<file path="src/rtl/paged_ea_pkg.sv">
package paged_ea_pkg;
  localparam int WORD_W        = 12;
  localparam int FIELD_W       = 3;
  localparam int OP_W          = 3;
  localparam int OFF_W         = 7;
  localparam int PAGE_W        = WORD_W - OFF_W;
  localparam int PADDR_W       = FIELD_W + WORD_W;
  localparam int AUTO_LO       = 8;
  localparam int AUTO_HI       = 15;
  localparam int BYPASS_OP_MIN = 6;

  localparam logic [WORD_W-1:0] PAGE_MASK = {{PAGE_W{1'b1}}, {OFF_W{1'b0}}};

  typedef enum logic [1:0] {
    ST_FETCH   = 2'd0,
    ST_DEFER   = 2'd1,
    ST_AUTOINC = 2'd2,
    ST_DONE    = 2'd3
  } ea_state_e;

  typedef struct packed {
    logic [OP_W-1:0]  op;
    logic             ind;
    logic             cur_page;
    logic [OFF_W-1:0] off;
  } mri_t;

  function automatic logic [WORD_W-1:0] form_direct(
      input logic [WORD_W-1:0] pc, input logic cur, input logic [OFF_W-1:0] off);
    logic [WORD_W-1:0] base;
    base = cur ? (pc & PAGE_MASK) : '0;
    return base | {{PAGE_W{1'b0}}, off};
  endfunction

  function automatic logic in_auto_window(input logic [WORD_W-1:0] loc);
    return (loc >= WORD_W'(AUTO_LO)) && (loc <= WORD_W'(AUTO_HI));
  endfunction

  function automatic logic [WORD_W-1:0] bump_ptr(input logic [WORD_W-1:0] p);
    return p + {{(WORD_W-1){1'b0}}, 1'b1};
  endfunction

  function automatic logic is_bypass(input logic [OP_W-1:0] op);
    return op >= OP_W'(BYPASS_OP_MIN);
  endfunction
endpackage

</file>
<file path="src/rtl/ea_decode.sv">
module ea_decode
  import paged_ea_pkg::*;
(
  input  logic [WORD_W-1:0] instr,
  input  logic [WORD_W-1:0] pc,
  output logic [OP_W-1:0]   op,
  output logic              indirect,
  output logic              bypass,
  output logic              autoidx,
  output logic [WORD_W-1:0] dir_loc
);
  mri_t w;

  always_comb begin
    w        = mri_t'(instr);
    op       = w.op;
    indirect = w.ind;
    bypass   = is_bypass(w.op);
    dir_loc  = form_direct(pc, w.cur_page, w.off);
    autoidx  = w.ind && in_auto_window(dir_loc);
  end
endmodule

</file>
<file path="src/rtl/ea_ctrl.sv">
module ea_ctrl
  import paged_ea_pkg::*;
(
  input  logic               clk,
  input  logic               rst_n,
  input  logic               req_valid,
  output logic               req_ready,
  input  logic [OP_W-1:0]    dec_op,
  input  logic               dec_ind,
  input  logic               dec_bypass,
  input  logic               dec_auto,
  input  logic [WORD_W-1:0]  dec_loc,
  input  logic [FIELD_W-1:0] ifield,
  input  logic [FIELD_W-1:0] dfield,
  output logic               mem_rd_en,
  output logic               mem_wr_en,
  output logic [PADDR_W-1:0] mem_addr,
  output logic [WORD_W-1:0]  mem_wdata,
  input  logic [WORD_W-1:0]  mem_rdata,
  output logic               ea_valid,
  input  logic               ea_ready,
  output logic [PADDR_W-1:0] ea_addr,
  output logic [OP_W-1:0]    ea_op,
  output logic               ea_bypass
);
  ea_state_e          state_q;
  logic [FIELD_W-1:0] if_q, df_q;
  logic [WORD_W-1:0]  loc_q, ptr_q;
  logic               auto_q, byp_q;
  logic [OP_W-1:0]    op_q;
  logic [PADDR_W-1:0] res_q;

  // named internal events
  logic accept, start_defer, wb_fire, retire;
  assign accept      = req_valid && (state_q == ST_FETCH);
  assign start_defer = accept && dec_ind && !dec_bypass;
  assign wb_fire     = (state_q == ST_AUTOINC);
  assign retire      = (state_q == ST_DONE) && ea_ready;

  assign req_ready = (state_q == ST_FETCH);
  assign mem_rd_en = start_defer;
  assign mem_wr_en = wb_fire;
  assign mem_addr  = wb_fire ? {if_q, loc_q} : {ifield, dec_loc};
  assign mem_wdata = bump_ptr(ptr_q);
  assign ea_valid  = (state_q == ST_DONE);
  assign ea_addr   = res_q;
  assign ea_op     = op_q;
  assign ea_bypass = byp_q;

  always_ff @(posedge clk) begin
    if (!rst_n) begin
      state_q <= ST_FETCH;
      if_q    <= '0;
      df_q    <= '0;
      loc_q   <= '0;
      ptr_q   <= '0;
      auto_q  <= 1'b0;
      byp_q   <= 1'b0;
      op_q    <= '0;
      res_q   <= '0;
    end else begin
      case (state_q)
        ST_FETCH: if (accept) begin
          op_q   <= dec_op;
          byp_q  <= dec_bypass;
          if_q   <= ifield;
          df_q   <= dfield;
          loc_q  <= dec_loc;
          auto_q <= dec_auto;
          if (dec_bypass) begin
            res_q   <= '0;
            state_q <= ST_DONE;
          end else if (dec_ind) begin
            state_q <= ST_DEFER;
          end else begin
            res_q   <= {ifield, dec_loc};
            state_q <= ST_DONE;
          end
        end
        ST_DEFER: begin
          ptr_q <= mem_rdata;
          if (auto_q) begin
            state_q <= ST_AUTOINC;
          end else begin
            res_q   <= {df_q, mem_rdata};
            state_q <= ST_DONE;
          end
        end
        ST_AUTOINC: begin
          res_q   <= {df_q, bump_ptr(ptr_q)};
          state_q <= ST_DONE;
        end
        ST_DONE: if (retire) state_q <= ST_FETCH;
        default: state_q <= ST_FETCH;
      endcase
    end
  end


  hold_result_chk: assert property (@(posedge clk) disable iff (!rst_n)
    (ea_valid && !ea_ready) |=> (ea_valid && $stable(ea_addr) && $stable(ea_op) && $stable(ea_bypass)));


  wb_result_chk: assert property (@(posedge clk) disable iff (!rst_n)
    mem_wr_en |=> (ea_valid && (ea_addr[WORD_W-1:0] == $past(mem_wdata))));


  rd_busy_chk: assert property (@(posedge clk) disable iff (!rst_n)
    mem_rd_en |=> (!req_ready && !mem_rd_en && !ea_valid));


  rd_wr_excl_chk: assert property (@(posedge clk) disable iff (!rst_n)
    $onehot0({mem_rd_en, mem_wr_en}));


  busy_refuse_chk: assert property (@(posedge clk) disable iff (!rst_n)
    ea_valid |-> !req_ready);
endmodule

</file>
<file path="src/rtl/paged_ea_unit.sv">
module paged_ea_unit
  import paged_ea_pkg::*;
(
  input  logic               clk,
  input  logic               rst_n,
  input  logic               req_valid,
  output logic               req_ready,
  input  logic [WORD_W-1:0]  req_instr,
  input  logic [WORD_W-1:0]  req_pc,
  input  logic [FIELD_W-1:0] req_ifield,
  input  logic [FIELD_W-1:0] req_dfield,
  output logic               mem_rd_en,
  output logic               mem_wr_en,
  output logic [PADDR_W-1:0] mem_addr,
  output logic [WORD_W-1:0]  mem_wdata,
  input  logic [WORD_W-1:0]  mem_rdata,
  output logic               ea_valid,
  input  logic               ea_ready,
  output logic [PADDR_W-1:0] ea_addr,
  output logic [OP_W-1:0]    ea_op,
  output logic               ea_bypass
);
  logic [OP_W-1:0]   d_op;
  logic              d_ind, d_byp, d_auto;
  logic [WORD_W-1:0] d_loc;

  ea_decode u_dec (
    .instr(req_instr), .pc(req_pc),
    .op(d_op), .indirect(d_ind), .bypass(d_byp), .autoidx(d_auto), .dir_loc(d_loc)
  );

  ea_ctrl u_ctrl (
    .clk(clk), .rst_n(rst_n),
    .req_valid(req_valid), .req_ready(req_ready),
    .dec_op(d_op), .dec_ind(d_ind), .dec_bypass(d_byp), .dec_auto(d_auto), .dec_loc(d_loc),
    .ifield(req_ifield), .dfield(req_dfield),
    .mem_rd_en(mem_rd_en), .mem_wr_en(mem_wr_en), .mem_addr(mem_addr),
    .mem_wdata(mem_wdata), .mem_rdata(mem_rdata),
    .ea_valid(ea_valid), .ea_ready(ea_ready), .ea_addr(ea_addr),
    .ea_op(ea_op), .ea_bypass(ea_bypass)
  );
endmodule

</file>
<file path="config.mk">
export PLATFORM = sky130hd
export DESIGN_NAME = paged_ea_unit
export DESIGN_NICKNAME = d
export VERILOG_FILES = /design/src/rtl/paged_ea_pkg.sv /design/src/rtl/ea_decode.sv /design/src/rtl/ea_ctrl.sv /design/src/rtl/paged_ea_unit.sv
export SDC_FILE = /design/constraint.sdc
export NUM_CORES = 1
export LEC_CHECK = 0
export CORE_ASPECT_RATIO = 2
export CORE_MARGIN = 4
export CORE_UTILIZATION = 25
export DETAILED_ROUTE_END_ITERATION = 10
export SYNTH_ARGS = -nofsm -noshare
export SYNTH_HDL_FRONTEND = slang
export SYNTH_SLANG_ARGS = --single-unit
</file>
<file path="constraint.sdc">
create_clock -name clk -period 3.4 [get_ports clk]
set_input_delay 0.68 -clock clk [delete_from_list [all_inputs] [get_ports clk]]
set_output_delay 0.68 -clock clk [all_outputs]
set_load 0.05 [all_outputs]
</file>
==> flow_summary.ini, run 1 <==
[setup_path]
r2r_cells = 7
cp.arrival_ns = 2.50
crit_path_start = u_ctrl.ptr_q[0]
rr_endpoint = u_ctrl.ea_addr[10]
setup.worst_path.class = flip-flop to output pin
critPathLaunchType = flip-flop
critPathCaptureType = output pin
critPathMaxFanout = 7
reg2reg_from = u_ctrl.state_q[0]
r2r_setup_slack_ns = 0.96
cp-endpoint = mem_wdata[6]
worstPathRequired_ns = 2.72

[placement]
place_ws_ns = 0.3881
dpl_cell_area_um2 = 3849
dp.cells = 567
io_buffers = 88
gp_congestion = 0.8319
hpwl_um = 7214

[drt]
wl_per_cell_um = 16.15
wl_um = 9268
drc = 0
vias_per_cell = 4.880
dr.pass1.iters = 4
ant_nets = 0
vias = 2801
first_iter_violations = 83

[sta]
period_needed_ns = 3.177
report.final.hold_viol_count = 0
finalSetupViolCount = 0
finalCritPeriodShare = 0.9343
tightestPinTransition_ns = 0.9421
timing.final.ws_setup_ns = 0.2233
slew_violations = 0
fin_worst_skew_ns = 0.004832
rsz0062_at_grt = no
tns_ns = 0
fmax_mhz = 314.8
max-slew-margin-rel = 0.3720

[logic_synthesis]
synth_area_leaders = dfxtp_1, nand2_1, a21oi_1
synth_top_area_share = 0.3654
synth-main-ff-cell = dfxtp_1
yosysTopAreaCell = dfxtp_1
ys_warn_count = 0
synth_area_um2 = 2849
synth_cell_type_count = 56
synth_seq_cells = 52
synth_seq_area_share = 0.3654
syn-num-nets = 409
synthArstFlopShare = 0
avgSynthCellArea_um2 = 7.958
post_synth_inst_count = 358
synth_edf_count = 0

[final_layout]
postLayoutCellArea_um2 = 3985
area_growth_pct = 39.88
diodes = 0
fin_cells = 574
num-nets-final = 485
drive_above_1_share = 0.1221

[floorplanning]
dieWidth_um = 83.49
rows = 54
io_pins = 96
fp.dieArea_um2 = 13270
dieHeight_um = 159.0
core_um2 = 11010
initial_utilization = 0.2587

[min_path]
hp-class = flip-flop to flip-flop

[clock_tree]
cts_made_buffers = 5
insertion_delay_ns = 0.29
cts_post_setup_buffers_inserted = 0
root_buffer = clkbuf_16
clock_path_buffers = 2
cts_tree = built
clk_pin_slew_ns = 0.07
numClockSinks = 52
h-tree-depth = 2

[run_status]
status = finished, final reports clean

[global_routing]
grt_pass1_vias = 2782
grt_max_degree = 31
grt_pass1_wl_um = 14520
gr-total-overflow = 0
antenna_found_initial = 0
grt_use_total = 0.1362

[pwr]
power_density_nw_per_um2 = 936.0
p_leak_nw = 1.486
vdd_drop_max_v = 0.0004261

[flow_run]
maxCapViolations = 0
## state kept, by name, indices dropped and copies added (netlist names), 2 cells and up
signal	cells
u_ctrl.state_q	2
u_ctrl.ea_op	3
u_ctrl.loc_q	12
u_ctrl.ptr_q	12
u_ctrl.ea_addr	15
u_ctrl.if_q	3
u_ctrl.df_q	3
## cell type report
class	count	area, µm²
Fill cell	1148	7028
Clock inverter	1	5.005
Tap cell	140	175.2
Sequential cell	52	1041
Inverter	8	30.03
Clock buffer	6	128.9
Timing Repair Buffer	97	945.9
Multi-Input combinational cell	270	1659
## worst min-delay path by stage
| stage | end | slack [ns] | startpoint | cells after the start |
|---|---|---|---|---|
| finish | u_ctrl.if_q[2] | 0.45 | u_ctrl.if_q[2] | 2 |
| global route | u_ctrl.loc_q[2] | 0.47 | u_ctrl.loc_q[2] | 2 |
| CTS | u_ctrl.if_q[2] | 0.46 | u_ctrl.if_q[2] | 2 |
| detailed placement | u_ctrl.if_q[2] | 0.45 | u_ctrl.if_q[2] | 2 |
| global placement | u_ctrl.if_q[2] | 0.44 | u_ctrl.if_q[2] | 2 |
| floorplan | u_ctrl.if_q[0] | 0.43 | u_ctrl.if_q[0] | 2 |
## through the flow
stage          utilization  total power [mW]  hold WS (ns)
2_1_floorplan            -             2.590        0.4329
3_3_place_gp        0.3495             3.249        0.4406
3_5_place_dp        0.3495             3.278        0.4468
4_1_cts             0.3616             3.773        0.4559
5_1_grt             0.3619             3.957        0.4700
6_report            0.3619             3.730        0.4538
## layer usage
metal  vias up  GRT usage  wire (µm)
li1       1414          -          -
met1      1291     0.1367       3397
met2        74     0.2657       5229
met3        22    0.02020        291
met4         0    0.06589        349
met5         -          0          0
## placed cells by master, fill, tap and decap left out, drive strengths merged, types with 3 or more instances in the layout
master / count
o211ai: 4
ha: 5
a31o: 4
a21oi: 38
nor2b: 4
mux2i: 11
mux2: 10
a311oi: 5
clkbuf: 6
and4: 3
clkdlybuf4s50: 70
nor3: 6
nor2: 17
buf: 26
nand2: 67
nand2b: 7
dfxtp: 52
a211oi: 4
inv: 7
a21o: 4
nand3: 17
nand3b: 3
a21boi: 4
a22oi: 3
xnor2: 5
or2: 4
and3: 3
o21ai: 13
and2: 3
## logic make-up after synthesis
logic type	after synthesis	share of synthesized area
simple gates	143	0.2415
mux	21	0.07818
buf+inv	36	0.05621
fa+ha+maj	5	0.02196
compound gates	94	0.2152
flops	52	0.3654
xor+xnor	7	0.02152
## synth_stat cells, types with 4 or more instances
library cell,n
nand2_1,67
dfxtp_1,52
a21oi_1,38
clkbuf_1,19
nor2_1,17
nand3_1,16
mux2i_1,11
mux2_2,10
o21ai_0,9
inv_1,7
nand2b_1,7
nor3_1,6
buf_2,5
ha_1,5
xnor2_1,5
a211oi_1,4
a21boi_0,4
a21o_1,4
a31o_2,4
o211ai_1,4
o21ai_1,4
## critical path, stage by stage, from the launching register on
cell and delay [ns]:
dfxtp_1 0.44, ha_1 0.24, nand3_1 0.24, o21a_1 0.26
or2_2 0.31, clkdlybuf4s50_1 0.71
## repair_timing
action                                  CTS  global route
endpoints found under the setup margin    0             1
hold buffers                              0             0
gates resized for setup                   0             1
## where the power goes
group	switching (mW)	total, mW	internal, mW
Clock	0.218	0.486	0.268
Sequential	0.139	0.919	0.780
Combinational	1.48	2.33	0.844
Total	1.84	3.73	1.89
(Power assumes the default switching activity.)
==> run 2: changes to the inputs <==
Clock period 3.4 ns to 2.85 ns, I/O delays scaled along.
==> flow_summary.ini, run 2 (synthesized netlist as in run 1, its figures left out) <==
[run_status]
status = finished, final reports clean

[global_routing]
grt_use_total = 0.1411
grt_pass1_wl_um = 15170
antenna_found_initial = 0
grt_max_degree = 31
gr-total-overflow = 0
grt_pass1_vias = 2957

[sta]
timing.final.ws_setup_ns = 0.2422
fmax_mhz = 383.5
tightestPinTransition_ns = 0.5771
slew_violations = 0
holdWs_ns = 0.4528
tns_ns = 0
finalCritPeriodShare = 0.9150
report.final.hold_viol_count = 0
period_needed_ns = 2.608
fin_worst_skew_ns = 0.005929
finalSetupViolCount = 0
max-slew-margin-rel = 0.6141
rsz0062_at_grt = no

[placement]
hpwl_um = 7357
dpl_cell_area_um2 = 4069
io_buffers = 88
dp.cells = 572
gp_congestion = 0.8223
place_ws_ns = 0.3973

[clock_tree]
root_buffer = clkbuf_16
clock_path_buffers = 2
insertion_delay_ns = 0.29
cts_made_buffers = 5
cts_hold_buf = 0
cts_tree = built
numClockSinks = 52
clk_pin_slew_ns = 0.07
h-tree-depth = 2

[drt]
drt-met1-wl_um = 3309
drc = 0
wl_um = 9326
vias = 2875
wl_met3_um = 367
dr.max_layer_used = met4
dr.pass1.iters = 4
wl_per_cell_um = 16.08
vias_per_cell = 4.957
first_iter_violations = 112
wl_met2_um = 5204
ant_nets = 0

[setup_path]
critPathCaptureType = output pin
critPathLaunchType = flip-flop
worstPathRequired_ns = 2.28
cp.arrival_ns = 2.04
critPathMaxFanout = 7
setup.worst_path.class = flip-flop to output pin

[pwr]
intPower_mw = 2.546
swShare = 0.4689
comb_power_share = 0.631
fin_total_pwr_mw = 4.794
power.switching_mw = 2.248
seqPwrFrac = 0.228
clock_power_share = 0.141
power_density_nw_per_um2 = 1132
p_leak_nw = 1.603
vdd_drop_max_v = 0.0003626

[final_layout]
drive_above_1_share = 0.1500
area_growth_pct = 48.66
num-nets-final = 490
fin_cells = 580
multi_input_area_um2 = 1659
diodes = 0
register_area_um2 = 1041
postLayoutCellArea_um2 = 4235
largest_register_ffs = 15
layout_commonest_cell = nand2_1
num-fill-cells = 1114
final_cell_mix = nand2_1, clkdlybuf4s50_1, dfxtp_1
final_core_util = 0.3846

[floorplanning]
initial_utilization = 0.2587
fp.dieArea_um2 = 13270
core_um2 = 11010
dieWidth_um = 83.49
rows = 54
io_pins = 96
dieHeight_um = 159.0

[min_path]
hp-class = flip-flop to flip-flop

[flow_run]
maxCapViolations = 0
[run 2: changes by cell type in the layout (fill, tap and decap cells not counted), sizes merged]
cell           previous run  this run
buf                      26        38
clkdlybuf4s50            70        63
bufinv                    0         1
[run 2: power groups by stage]
stage               Clock, mW  Combinational, mW  Sequential [mW]
floorplan                   0               1.66             1.43
global placement            0               3.04             1.10
detailed placement          0               3.06             1.11
CTS                     0.693               3.07             1.09
global route            0.727               3.24             1.12
finish                  0.675               3.03             1.09
[run 2: final cells by class]
class | count | share of cell area
Clock buffer | 6 | 0.03043
Multi-Input combinational cell | 270 | 0.3917
Clock inverter | 2 | 0.008272
Sequential cell | 52 | 0.2458
Timing Repair Buffer | 102 | 0.2753
Inverter | 8 | 0.007090
Tap cell | 140 | 0.04136
[run 2: critical path, cell delays in order, from the launching register on]
cell	delay (ns)
dfxtp_1	0.45
nand3_1	0.12
xnor2_1	0.30
clkdlybuf4s50_1	0.87
[run 2: final timing paths]
kind	startpoint	to	slack (ns)	cells past startpoint
min	u_ctrl.if_q[2]	u_ctrl.if_q[2]	0.45	2
min reg2reg	u_ctrl.if_q[2]	u_ctrl.if_q[2]	0.45	2
max	u_ctrl.ptr_q[0]	mem_wdata[3]	0.24	3
max reg2reg	u_ctrl.state_q[0]	u_ctrl.ea_addr[8]	0.75	8
[run 2: layer usage]
metal	vias to the layer above	track usage
met1	1328	0.1437
met3	25	0.02175
li1	1429	-
met5	-	0
met2	93	0.2657
met4	0	0.08126
[run 2: timing repair]
item                       4_1_cts  5_1_grt
hold endpoints to repair         0        0
setup endpoints to repair        0        1
buffers inserted                 0        0
resized for setup                0        1
==> run 3: changes to the inputs <==
Settings changed: SETUP_SLACK_MARGIN set to 0.15.
==> flow_summary.ini, run 3 (synthesized netlist as in run 1, its figures left out) <==
[clock_tree]
clock_path_buffers = 2
cts_made_buffers = 5
cts_hold_buf = 0
root_buffer = clkbuf_16
clk_pin_slew_ns = 0.07
cts_tree = built
cts_post_setup_buffers_inserted = 0
insertion_delay_ns = 0.29
h-tree-depth = 2
numClockSinks = 52

[min_path]
hp-class = flip-flop to flip-flop
hold_end = u_ctrl.ea_op[2]
hp-start = u_ctrl.ea_op[2]
min_path_cells = 2

[final_layout]
area_growth_pct = 47.78
num-nets-final = 490
final_cell_mix = nand2_1, clkdlybuf4s50_1, dfxtp_1
drive_above_1_share = 0.1526
num-fill-cells = 1110
largest_register_ffs = 15
layout_commonest_cell = nand2_1
diodes = 0

[global_routing]
grt_pass1_vias = 2929
grt_max_degree = 31
grt_pass1_wl_um = 14930
grt.met2_usage = 0.2767
use_met3 = 0.02538
gr-total-overflow = 0
grt_busiest_layer = met2
grt_use_total = 0.1407
met1_usage = 0.1329
antenna_found_initial = 0

[drt]
dr.pass1.iters = 4
wl_per_cell_um = 16.32
vias = 2876
drc = 0
ant_nets = 0
first_iter_violations = 108
vias_per_cell = 4.967
wl_um = 9451

[floorplanning]
rows = 54
dieHeight_um = 159.0
fp.dieArea_um2 = 13270
initial_utilization = 0.2587
core_um2 = 11010
dieWidth_um = 83.49
io_pins = 96

[setup_path]
rr_endpoint = u_ctrl.ea_addr[8]
critPathCaptureType = output pin
slowest_stage = clkdlybuf4s50_1
setup.worst_path.class = flip-flop to output pin
path_cells = ha_1 > xor2_1 > clkdlybuf4s50_1
r2r_setup_slack_ns = 0.74
cp.arrival_ns = 2.05
critPathLaunchType = flip-flop
critPathMaxFanout = 7
cpPeakStageDelay_ns = 0.85
r2r_cells = 8
reg2reg_from = u_ctrl.state_q[1]
worstPathRequired_ns = 2.28

[sta]
report.final.hold_viol_count = 0
holdWs_ns = 0.4541
tns_ns = 0
rsz0062_at_grt = no
period_needed_ns = 2.620
fmax_mhz = 381.7
finalSetupViolCount = 0
fin_worst_skew_ns = 0.008773
tightestPinTransition_ns = 0.8164
max-slew-margin-rel = 0.4544
slew_violations = 0
finalCritPeriodShare = 0.9191

[flow_run]
maxCapViolations = 0

[run_status]
status = finished, final reports clean

[pwr]
power_density_nw_per_um2 = 1120
vdd_drop_max_v = 0.0004149
p_leak_nw = 1.576

[placement]
io_buffers = 88
gp_congestion = 0.8337
hpwl_um = 7355
[run 3: cell count changes in the layout (fill, tap and decap cells not counted)]
cell            previous run  this run
clkinvlp_4                 0         1
dlygate4sd2_1              0         1
nand3_2                    1         2
o21ai_1                    4         9
clkbuf_1                   1         0
nand3_1                   16        15
dlymetal6s2s_1             1         0
bufinv_16                  1         0
o21ai_0                    9         4
[run 3: how the worst max path moves through the flow]
| stage | start | endpoint | slack, ns | cells past startpoint |
|---|---|---|---|---|
| 4_1_cts | u_ctrl.ptr_q[0] | mem_wdata[2] | 0.22 | 3 |
| 6_report | u_ctrl.ptr_q[0] | mem_wdata[2] | 0.23 | 3 |
| 2_1_floorplan | u_ctrl.state_q[0] | mem_addr[10] | 0.03 | 7 |
| 5_1_grt | u_ctrl.ptr_q[0] | mem_wdata[3] | 0.15 | 3 |
| 3_3_place_gp | u_ctrl.ptr_q[0] | mem_wdata[7] | 0.41 | 4 |
| 3_5_place_dp | u_ctrl.ptr_q[0] | mem_wdata[7] | 0.40 | 4 |
[run 3: report_power, final]
part | internal, mW | leakage, nW | total (mW) | switching, mW
Combinational | 1.21 | 1.08 | 3.04 | 1.83
Clock | 0.319 | 0.0657 | 0.586 | 0.267
Sequential | 0.930 | 0.426 | 1.09 | 0.160
Total | 2.46 | 1.58 | 4.71 | 2.25
[run 3: through the flow]
stage | utilization | setup WS [ns] | instances | area [µm²] | total power [mW]
after floorplan | - | 0.03440 | 358 | 2849 | 3.093
after global placement | 0.3695 | 0.4057 | 572 | 4069 | 4.123
after detailed placement | 0.3695 | 0.4004 | 572 | 4069 | 4.162
after CTS | 0.3818 | 0.2156 | 579 | 4205 | 4.750
after global routing | 0.3823 | 0.1535 | 579 | 4210 | 4.979
final | 0.3823 | 0.2304 | 579 | 4210 | 4.714
[run 3: cell type report]
class / count / area (µm²) / area share
Inverter: 8 / 30.03 / 0.007132
Tap cell: 140 / 175.2 / 0.04160
Sequential cell: 52 / 1041 / 0.2473
Multi-Input combinational cell: 270 / 1664 / 0.3952
Clock inverter: 2 / 12.51 / 0.002972
Timing Repair Buffer: 102 / 1162 / 0.2761
Clock buffer: 5 / 125.1 / 0.02972
[run 3: routing by layer]
metal  routed length (µm)  vias up
met5                    0        -
met4                  437        0
li1                     -     1423
met2                 5325       79
met3                  380       23
met1                 3307     1351
[run 3: repair_timing]
action	CTS	global route
setup endpoints to repair	1	1
hold endpoints to repair	0	0
pin swaps	0	0
resized for setup	1	1
[run 3: critical path: cells and delay by family, from the launching register on]
family	cells	cell delay, ns
XOR/XNOR	1	0.23
adder cells (fa/ha/maj)	1	0.23
buffers and inverters	1	0.85
flip-flops	1	0.44
